===== config.mk =====
export PLATFORM = sky130hd
export DESIGN_NAME = qds_spread_front
export DESIGN_NICKNAME = d
export VERILOG_FILES = /design/src/rtl/qds_pkg.sv /design/src/rtl/qds_rate_gen.sv /design/src/rtl/qds_dibit_reg.sv /design/src/rtl/qds_pn_lfsr.sv /design/src/rtl/qds_branch.sv /design/src/rtl/qds_spread_front.sv
export SDC_FILE = /design/constraint.sdc
export NUM_CORES = 1
export LEC_CHECK = 0
export ABC_AREA = 1
export BUFFER_PORTS_ARGS = -buffer_cell sky130_fd_sc_hd__buf_2
export CAP_MARGIN = 5
export CORE_AREA = 2 2 44 46
export CTS_BUF_LIST = sky130_fd_sc_hd__clkbuf_4 sky130_fd_sc_hd__clkbuf_8
export DETAILED_ROUTE_END_ITERATION = 10
export DIE_AREA = 0 0 46 48
export PLACE_DENSITY_LB_ADDON = 0.08
export SLEW_MARGIN = 20
export SYNTH_ARGS = -nofsm -noshare
export SYNTH_HDL_FRONTEND = slang
export SYNTH_SLANG_ARGS = --single-unit

===== constraint.sdc =====
create_clock -name clk -period 1.5 [get_ports clk]
set_input_delay 0.15 -clock clk [delete_from_list [all_inputs] [get_ports clk]]
set_output_delay 0.15 -clock clk [all_outputs]
set_load 0.05 [all_outputs]

===== src/rtl/qds_pkg.sv =====
package qds_pkg;

  // Antipodal level carried on the signed outputs.
  typedef logic signed [1:0] lvl_t;

  localparam lvl_t LVL_POS = 2'sb01;
  localparam lvl_t LVL_NEG = 2'sb11;

  // Parallel pair: in-phase (even) and quadrature (odd) bit.
  typedef struct packed {
    logic i;
    logic q;
  } dibit_t;

  function automatic lvl_t chip_to_lvl(input logic chip);
    return chip ? LVL_NEG : LVL_POS;
  endfunction

endpackage


===== src/rtl/qds_rate_gen.sv =====
// Chip counter and the bit/dibit enables derived from it.
module qds_rate_gen #(
  parameter int N_CHIPS = 8,
  parameter int CW      = 3
) (
  input  logic          clk,
  input  logic          rst_n,
  input  logic          run,
  output logic [CW-1:0] cnt,
  output logic          even_stb,
  output logic          odd_stb,
  output logic          wrap
);

  localparam logic [CW-1:0] LAST = CW'(N_CHIPS - 1);
  localparam logic [CW-1:0] HALF = CW'(N_CHIPS / 2);

  logic [CW-1:0] cnt_q;
  logic [CW-1:0] cnt_d;

  always_comb begin
    cnt_d = cnt_q;
    if (run) begin
      if (cnt_q == LAST) begin
        cnt_d = '0;
      end else begin
        cnt_d = cnt_q + 1'b1;
      end
    end
  end

  always_ff @(posedge clk or negedge rst_n) begin
    if (!rst_n) begin
      cnt_q <= '0;
    end else begin
      cnt_q <= cnt_d;
    end
  end

  assign cnt      = cnt_q;
  assign even_stb = run & (cnt_q == '0);
  assign odd_stb  = run & (cnt_q == HALF);
  assign wrap     = run & (cnt_q == LAST);

endmodule


===== src/rtl/qds_dibit_reg.sv =====
// Serial-to-parallel steering: even bit to I, odd bit to Q.
module qds_dibit_reg
  import qds_pkg::*;
(
  input  logic   clk,
  input  logic   rst_n,
  input  logic   bit_in,
  input  logic   even_stb,
  input  logic   odd_stb,
  input  logic   wrap,
  output dibit_t par,
  output logic   vld
);

  logic   even_q, even_d;
  logic   odd_q, odd_d;
  dibit_t par_q, par_d;
  logic   vld_q, vld_d;

  always_comb begin
    even_d = even_stb ? bit_in : even_q;
    // Bypass lets the odd bit land in the same cycle as the load (N_CHIPS = 2).
    odd_d  = odd_stb ? bit_in : odd_q;
    par_d  = par_q;
    vld_d  = vld_q;
    if (wrap) begin
      par_d.i = even_q;
      par_d.q = odd_d;
      vld_d   = 1'b1;
    end
  end

  always_ff @(posedge clk or negedge rst_n) begin
    if (!rst_n) begin
      even_q <= 1'b0;
      odd_q  <= 1'b0;
      par_q  <= '0;
      vld_q  <= 1'b0;
    end else begin
      even_q <= even_d;
      odd_q  <= odd_d;
      par_q  <= par_d;
      vld_q  <= vld_d;
    end
  end

  assign par = par_q;
  assign vld = vld_q;

endmodule


===== src/rtl/qds_pn_lfsr.sv =====
// Fibonacci shift-register code generator, reloaded at each symbol start.
module qds_pn_lfsr #(
  parameter int           W    = 5,
  parameter logic [W-1:0] MASK = 5'b00101,
  parameter logic [W-1:0] SEED = 5'b00001
) (
  input  logic clk,
  input  logic rst_n,
  input  logic en,
  input  logic restart,
  output logic chip
);

  if (W < 2) begin : g_bad_width
    $error("qds_pn_lfsr: W must be at least 2");
  end
  if (SEED == '0) begin : g_bad_seed
    $error("qds_pn_lfsr: SEED must be nonzero");
  end

  logic [W-1:0] state_q;
  logic [W-1:0] state_d;

  always_comb begin
    state_d = state_q;
    if (restart) begin
      state_d = SEED;
    end else if (en) begin
      state_d = {^(state_q & MASK), state_q[W-1:1]};
    end
  end

  always_ff @(posedge clk or negedge rst_n) begin
    if (!rst_n) begin
      state_q <= SEED;
    end else begin
      state_q <= state_d;
    end
  end

  assign chip = state_q[0];

endmodule


===== src/rtl/qds_branch.sv =====
// One spreading branch: code generator, XOR with the held bit, level map.
module qds_branch
  import qds_pkg::*;
#(
  parameter int           W    = 5,
  parameter logic [W-1:0] MASK = 5'b00101,
  parameter logic [W-1:0] SEED = 5'b00001
) (
  input  logic clk,
  input  logic rst_n,
  input  logic en,
  input  logic restart,
  input  logic data,
  input  logic vld,
  output logic chip,
  output lvl_t lvl
);

  logic pn;

  qds_pn_lfsr #(
    .W    (W),
    .MASK (MASK),
    .SEED (SEED)
  ) u_pn (
    .clk     (clk),
    .rst_n   (rst_n),
    .en      (en),
    .restart (restart),
    .chip    (pn)
  );

  assign chip = vld & (data ^ pn);
  assign lvl  = chip_to_lvl(chip);

endmodule


===== src/rtl/qds_spread_front.sv =====
module qds_spread_front
  import qds_pkg::*;
#(
  parameter int               N_CHIPS = 8,
  parameter int               I_W     = 5,
  parameter logic [I_W-1:0]   I_MASK  = 5'b00101,
  parameter logic [I_W-1:0]   I_SEED  = 5'b00001,
  parameter int               Q_W     = 5,
  parameter logic [Q_W-1:0]   Q_MASK  = 5'b01001,
  parameter logic [Q_W-1:0]   Q_SEED  = 5'b10110,
  localparam int              CW      = (N_CHIPS > 1) ? $clog2(N_CHIPS) : 1
) (
  input  logic          clk,
  input  logic          rst_n,
  input  logic          bit_in,
  output logic          bit_stb,
  output logic          dibit_stb,
  output logic [CW-1:0] chip_idx,
  output logic          chip_vld,
  output logic          par_i,
  output logic          par_q,
  output logic          i_chip,
  output logic          q_chip,
  output logic signed [1:0] i_lvl,
  output logic signed [1:0] q_lvl
);

  if ((N_CHIPS < 2) || ((N_CHIPS % 2) != 0)) begin : g_bad_chips
    $error("qds_spread_front: N_CHIPS must be even and at least 2");
  end

  // Reset: asserted asynchronously, released on the second clock edge.
  logic [1:0] rst_sync_q;
  logic       rst_s_n;

  always_ff @(posedge clk or negedge rst_n) begin
    if (!rst_n) begin
      rst_sync_q <= 2'b00;
    end else begin
      rst_sync_q <= {rst_sync_q[0], 1'b1};
    end
  end

  assign rst_s_n = rst_sync_q[1];

  logic          even_stb;
  logic          odd_stb;
  logic          wrap;
  logic [CW-1:0] cnt;
  dibit_t        par;
  logic          vld;
  lvl_t          i_lvl_w;
  lvl_t          q_lvl_w;

  qds_rate_gen #(
    .N_CHIPS (N_CHIPS),
    .CW      (CW)
  ) u_rate (
    .clk      (clk),
    .rst_n    (rst_s_n),
    .run      (rst_s_n),
    .cnt      (cnt),
    .even_stb (even_stb),
    .odd_stb  (odd_stb),
    .wrap     (wrap)
  );

  qds_dibit_reg u_dibit (
    .clk      (clk),
    .rst_n    (rst_s_n),
    .bit_in   (bit_in),
    .even_stb (even_stb),
    .odd_stb  (odd_stb),
    .wrap     (wrap),
    .par      (par),
    .vld      (vld)
  );

  qds_branch #(
    .W    (I_W),
    .MASK (I_MASK),
    .SEED (I_SEED)
  ) u_br_i (
    .clk     (clk),
    .rst_n   (rst_s_n),
    .en      (rst_s_n),
    .restart (wrap),
    .data    (par.i),
    .vld     (vld),
    .chip    (i_chip),
    .lvl     (i_lvl_w)
  );

  qds_branch #(
    .W    (Q_W),
    .MASK (Q_MASK),
    .SEED (Q_SEED)
  ) u_br_q (
    .clk     (clk),
    .rst_n   (rst_s_n),
    .en      (rst_s_n),
    .restart (wrap),
    .data    (par.q),
    .vld     (vld),
    .chip    (q_chip),
    .lvl     (q_lvl_w)
  );

  assign bit_stb   = even_stb | odd_stb;
  assign dibit_stb = vld & even_stb;
  assign chip_idx  = cnt;
  assign chip_vld  = vld;
  assign par_i     = par.i;
  assign par_q     = par.q;
  assign i_lvl     = i_lvl_w;
  assign q_lvl     = q_lvl_w;

endmodule


==> Word-level counts from Yosys, hierarchy flattened <==
Cells that the tools add are included.
{ "word_totals": {"inputBits": 3, "regBits": 20, "wordCells": 33, "output_inout_bits": 14} }
{ "op_classes": {"add_sub_neg": 1, "muxes": 8, "bitwise_logic": 9, "reduce_logical": 4, "n_eq_ne": 2} }
{ "ops": {"columns": ["operator", "n"], "rows": [
  ["$mux 5", 4],
  ["$reduce_xor 5->1", 2],
  ["$and 1x1->1", 6],
  ["$eq 3x3->1 const B", 2],
  ["$mux 2", 2],
  ["$add 3x1->3 const B", 1],
  ["$logic_not 3->1", 1],
  ["$mux 3", 1],
  ["$reduce_bool 2->1", 1],
  ["$xor 1x1->1", 2],
  ["$mux 1", 1],
  ["$or 1x1->1", 1]
]} }

==> Depth between registers and ports, before layout <==
{ "depth": {"word_depth": 3, "depth_mapped": 6, "depth_no_buf": 6} }

==> Cells and area by module <==
From an unflattened synthesis, not the netlist that was laid out.
{ "hier_totals": {"cells_unflattened": 121, "area_unflattened_um2": 957.2} }
{ "by_module_without_submodules": {"columns": ["module", "cells_per_inst", "seq_area_each_um2", "n_inst", "area_each_um2"], "rows": [
  ["qds_pn_lfsr (u_br_q.u_pn)", 28, 128.9, 1, 226.5],
  ["qds_pn_lfsr (u_br_i.u_pn)", 27, 126.4, 1, 216.5],
  ["qds_dibit_reg", 21, 125.1, 1, 192.7],
  ["qds_rate_gen", 23, 75.1, 1, 181.4],
  ["qds_spread_front", 8, 50.0, 1, 72.6],
  ["qds_branch", 7, 0.0, 2, 33.8]
]} }

==> Worst setup path after synthesis <==
OpenSTA, ideal clock, no wires.
{ "synth_timing": {"kind": "register -> output", "start": "register u_dibit.vld_q, in the netlist u_dibit.vld", "end": "output q_lvl[1]", "n_path_buf": 1, "t_arrival_ps": 1808, "setup_slack_ps": -458, "stages_incl_launch_ff": 4, "required_ps": 1350, "cell_sequence": "dfrtp_1 inv_1 nor2_1 buf_4"} }
{ "synth_between": {"elab_chain_len": 2} }
{ "synth_lines": {"columns": ["element", "line", "text"], "rows": [
  ["start: declaration", "qds_dibit_reg.sv:18", "logic vld_q, vld_d;"],
  ["start signal: assignment", "qds_dibit_reg.sv:43", "vld_q <= vld_d;"],
  ["$and 1x1->1", "qds_branch.sv:33", "assign chip = vld & (data ^ pn);"],
  ["named net q_chip", "qds_spread_front.sv:23", "output logic q_chip,"],
  ["$mux 2", "qds_pkg.sv:16", "return chip ? LVL_NEG : LVL_POS;"],
  ["end: declaration", "qds_spread_front.sv:25", "output logic signed [1:0] q_lvl"]
]} }
The timed path passes the listed nets, and every way through them passes these cells.

==> Final worst setup path <==
{ "layout_timing": {"start": "register u_rate.cnt_q[0], in the netlist u_rate.cnt[0]", "end": "output dibit_stb"} }
{ "layout_between": {"elab_chain_len": 3} }
{ "layout_lines": {"columns": ["element", "line", "text"], "rows": [
  ["start: declaration", "qds_rate_gen.sv:18", "logic [CW-1:0] cnt_q;"],
  ["start signal: assignment", "qds_rate_gen.sv:36", "cnt_q <= cnt_d;"],
  ["$logic_not 3->1", "qds_rate_gen.sv:41", "assign even_stb = run & (cnt_q == '0);"],
  ["$and 1x1->1", "qds_rate_gen.sv:41", null],
  ["$and 1x1->1", "qds_spread_front.sv:110", "assign dibit_stb = vld & even_stb;"],
  ["end: declaration", "qds_spread_front.sv:17", "output logic dibit_stb,"]
]} }
Every way passes these cells.

==> results.toml <==
[floorplanning]
die_x_um = 46
dieArea_sq_um = 2210
coreArea_sq_um = 1690
dieHeight_um = 48
io_pins = 17
rows = 15
initial_utilization = 0.540

[flow_run]
maxCapViolations = 0

[worst_setup_path]
endpoint_kind = "output pin"
r2r_setup_slack_ns = 0.09
crit_path_end = "dibit_stb"
critPathArrivalTime_ns = 1.30
critical_path.cell_chain = "inv_2 -> ha_4 -> nand3_4 -> nor2_4 -> buf_6"
crit_type = "reg2out"
timing.rr.end = "u_br_q.u_pn.state_q[4]"
critical_path_peak_fanout = 3
worstSetupStartpointType = "flip-flop"
crit_start = "u_rate.cnt[0]"
reg2reg_depth = 7
crit_path_max_incr_delay_ns = 0.43
critical_path.slowest_cell = "dfrtp_2"
worstPathRequired_ns = 1.35
r2r_start = "u_rate.cnt[0]"

[sta]
fin_setup_tns_ns = 0
hold_viol = 0
setup_slack_ns = 0.0494
setup_viol = 0
drv_slew = 0
whs_ns = 0.121
period_share = 0.967
fmax_mhz = 689
rsz0062_at_grt = "true"
fin_skew_ns = 0.00314
layout_min_cycle_time_ns = 1.45

[logic_synthesis]
synth.avg_cell_area_sq_um = 9.60
synthTopCellsByArea = "dfrtp_1, dfstp_2, inv_1, nand2_1, ha_1"
synth_top_area_cell = "dfrtp_1"
synth_top_area_frac = 0.439
netlist-cell-type-count = 22
syn_inst = 95
yosysSeqAreaShare = 0.554
synth_warnings = 0
synth_area_sq_um = 912
ys_ff_latch = 20

[clock_network]
clkSlewWorstSetupHoldPaths_ns = 0.11
cts_buffers = 3
clk_latency_ns = 0.29
h-tree-depth = 1
cts_tree = "built"
cts.path.max_buffers = 2
cts.sinks = 20
cts-root-buf = "clkbuf_4"

[drt]
dr_wl_met3_um = 47
drc_errors = 0
drt-total-wl_mm = 1.53
drtIter0Drc = 9
detail_route.first_pass.iterations = 4
wl_met1_um = 687
vias_per_cell = 5.04
met2_wirelength_um = 779
drtAntennaViolNets = 0
vias = 676
highest_layer = "met4"
wire_per_inst_um = 11.4

[global_route]
grt_overflow = 0
grt_first_pass_wirelength_mm = 2.28
grt_max_degree = 17
first_global_vias = 551
antenna_found_initial = 0
globalRouteTotalUtil = 0.152

[finish]
fin_util = 0.686
nets = 124
area.growth.synth_to_final_pct = 27.0
antenna_cells = 0
drive_above_1_share = 0.402

[placement]
gp_congestion = 0.762
port-buffer-count = 14
hpwlAfterDp_mm = 1.07
pre_cts_ws_ns = 0.0971

[power_and_ir_drop]
cellPowerDensity_nw_per_um2 = 2340
p_total_w = 0.00271
ir_drop_v = 0.00148
power.leakage_nw = 0.600

[status]
status = "completed"

[hold_path]
worst_hold_path_type = "in2reg"
-- how the worst min path moves through the flow --
stage                 from             end  depth (start not counted)  slack (ns)
finish              bit_in  u_dibit.even_q                          3        0.12
global route        bit_in  u_dibit.even_q                          3        0.13
CTS                 bit_in  u_dibit.even_q                          3        0.11
detailed placement   rst_n   rst_sync_q[0]                          1       -0.06
global placement     rst_n   rst_sync_q[0]                          1       -0.06
floorplan            rst_n   rst_sync_q[0]                          0       -0.15
-- stage by stage --
stage / cells / area (sq um)
2_1_floorplan: 97 / 947
3_3_place_gp: 124 / 1010
3_5_place_dp: 124 / 1010
4_1_cts: 131 / 1120
5_1_grt: 134 / 1160
6_report: 134 / 1160
-- per-layer routing --
metal,track usage,up-vias
met5,0,-
met4,0.0857,0
met3,0.0340,2
met2,0.242,12
met1,0.192,326
li1,-,336
-- registers in the layout (all words and copies together), names as in the netlist --
| name | count |
|---|---|
| u_rate.cnt | 3 |
| u_dibit.even_q | 1 |
| u_dibit.vld | 1 |
| u_dibit.par | 2 |
| rst_sync_q | 2 |
| u_br_i.u_pn.state_q | 5 |
| u_br_q.u_pn.state_q | 5 |
| u_dibit.odd_q | 1 |
-- layout by cell type (no fill, tap or decap), drive strengths merged --
master / synthesis / routed
o21ai: 7 / 7
bufinv: 0 / 1
a22oi: 3 / 3
dfrtp: 16 / 16
clkbuf: 0 / 3
xnor2: 2 / 2
dlygate4sd3: 0 / 1
ha: 3 / 3
buf: 6 / 21
nand2: 18 / 18
nand4: 1 / 1
and2: 1 / 1
o22ai: 4 / 4
dfstp: 4 / 4
nand3: 5 / 5
conb: 1 / 3
inv: 20 / 20
nor2: 4 / 4
-- area by class of cell --
class / instances / area (sq um)
inverter: 20 / 77.6
clock buffer: 3 / 22.5
fill: 130 / 531
clock inverter: 1 / 30.0
timing repair buffer: 22 / 146
tap: 17 / 21.3
multi-input combinational: 51 / 350
sequential: 20 / 510
-- power breakdown --
group / switching (W) / internal (W) / leakage [nW]
logic: 0.000961 / 0.000447 / 0.342
clock network: 0.000160 / 0.000270 / 0.0279
registers: 0.000125 / 0.000747 / 0.229
-- cell usage after synthesis (all sizes together) --
cell type and n:
ha 3, buf 6, dfrtp 16, conb 1
xnor2 2, nor2 4, inv 20, nand4 1
dfstp 4, and2 1, nand3 5, a22oi 3
o22ai 4, nand2 18, o21ai 7
-- critical path: cells and delay by family, from the launching register on --
family | cells | cell delay, ns
adder cells (fa/ha/maj) | 1 | 0.15
AND/OR/NAND/NOR | 2 | 0.19
buffers and inverters | 2 | 0.24
flip-flops | 1 | 0.43
-- repair_timing --
item | in CTS | in global routing
gates resized for setup | 8 | 9
pin swaps | 1 | 3
hold endpoints to repair | 2 | 0
hold buffers | 1 | 0
setup buffers | 2 | 3
setup endpoints to repair | 2 | 14
-- cells by family after synthesis --
kind of cell	synth area share
compound gates	0.0905
xor+xnor	0.0192
fa+ha+maj	0.0412
buf+inv	0.136
flops	0.554
other cells	0.00411
simple gates	0.155
Note: power is estimated with default switching activity, not from simulation.
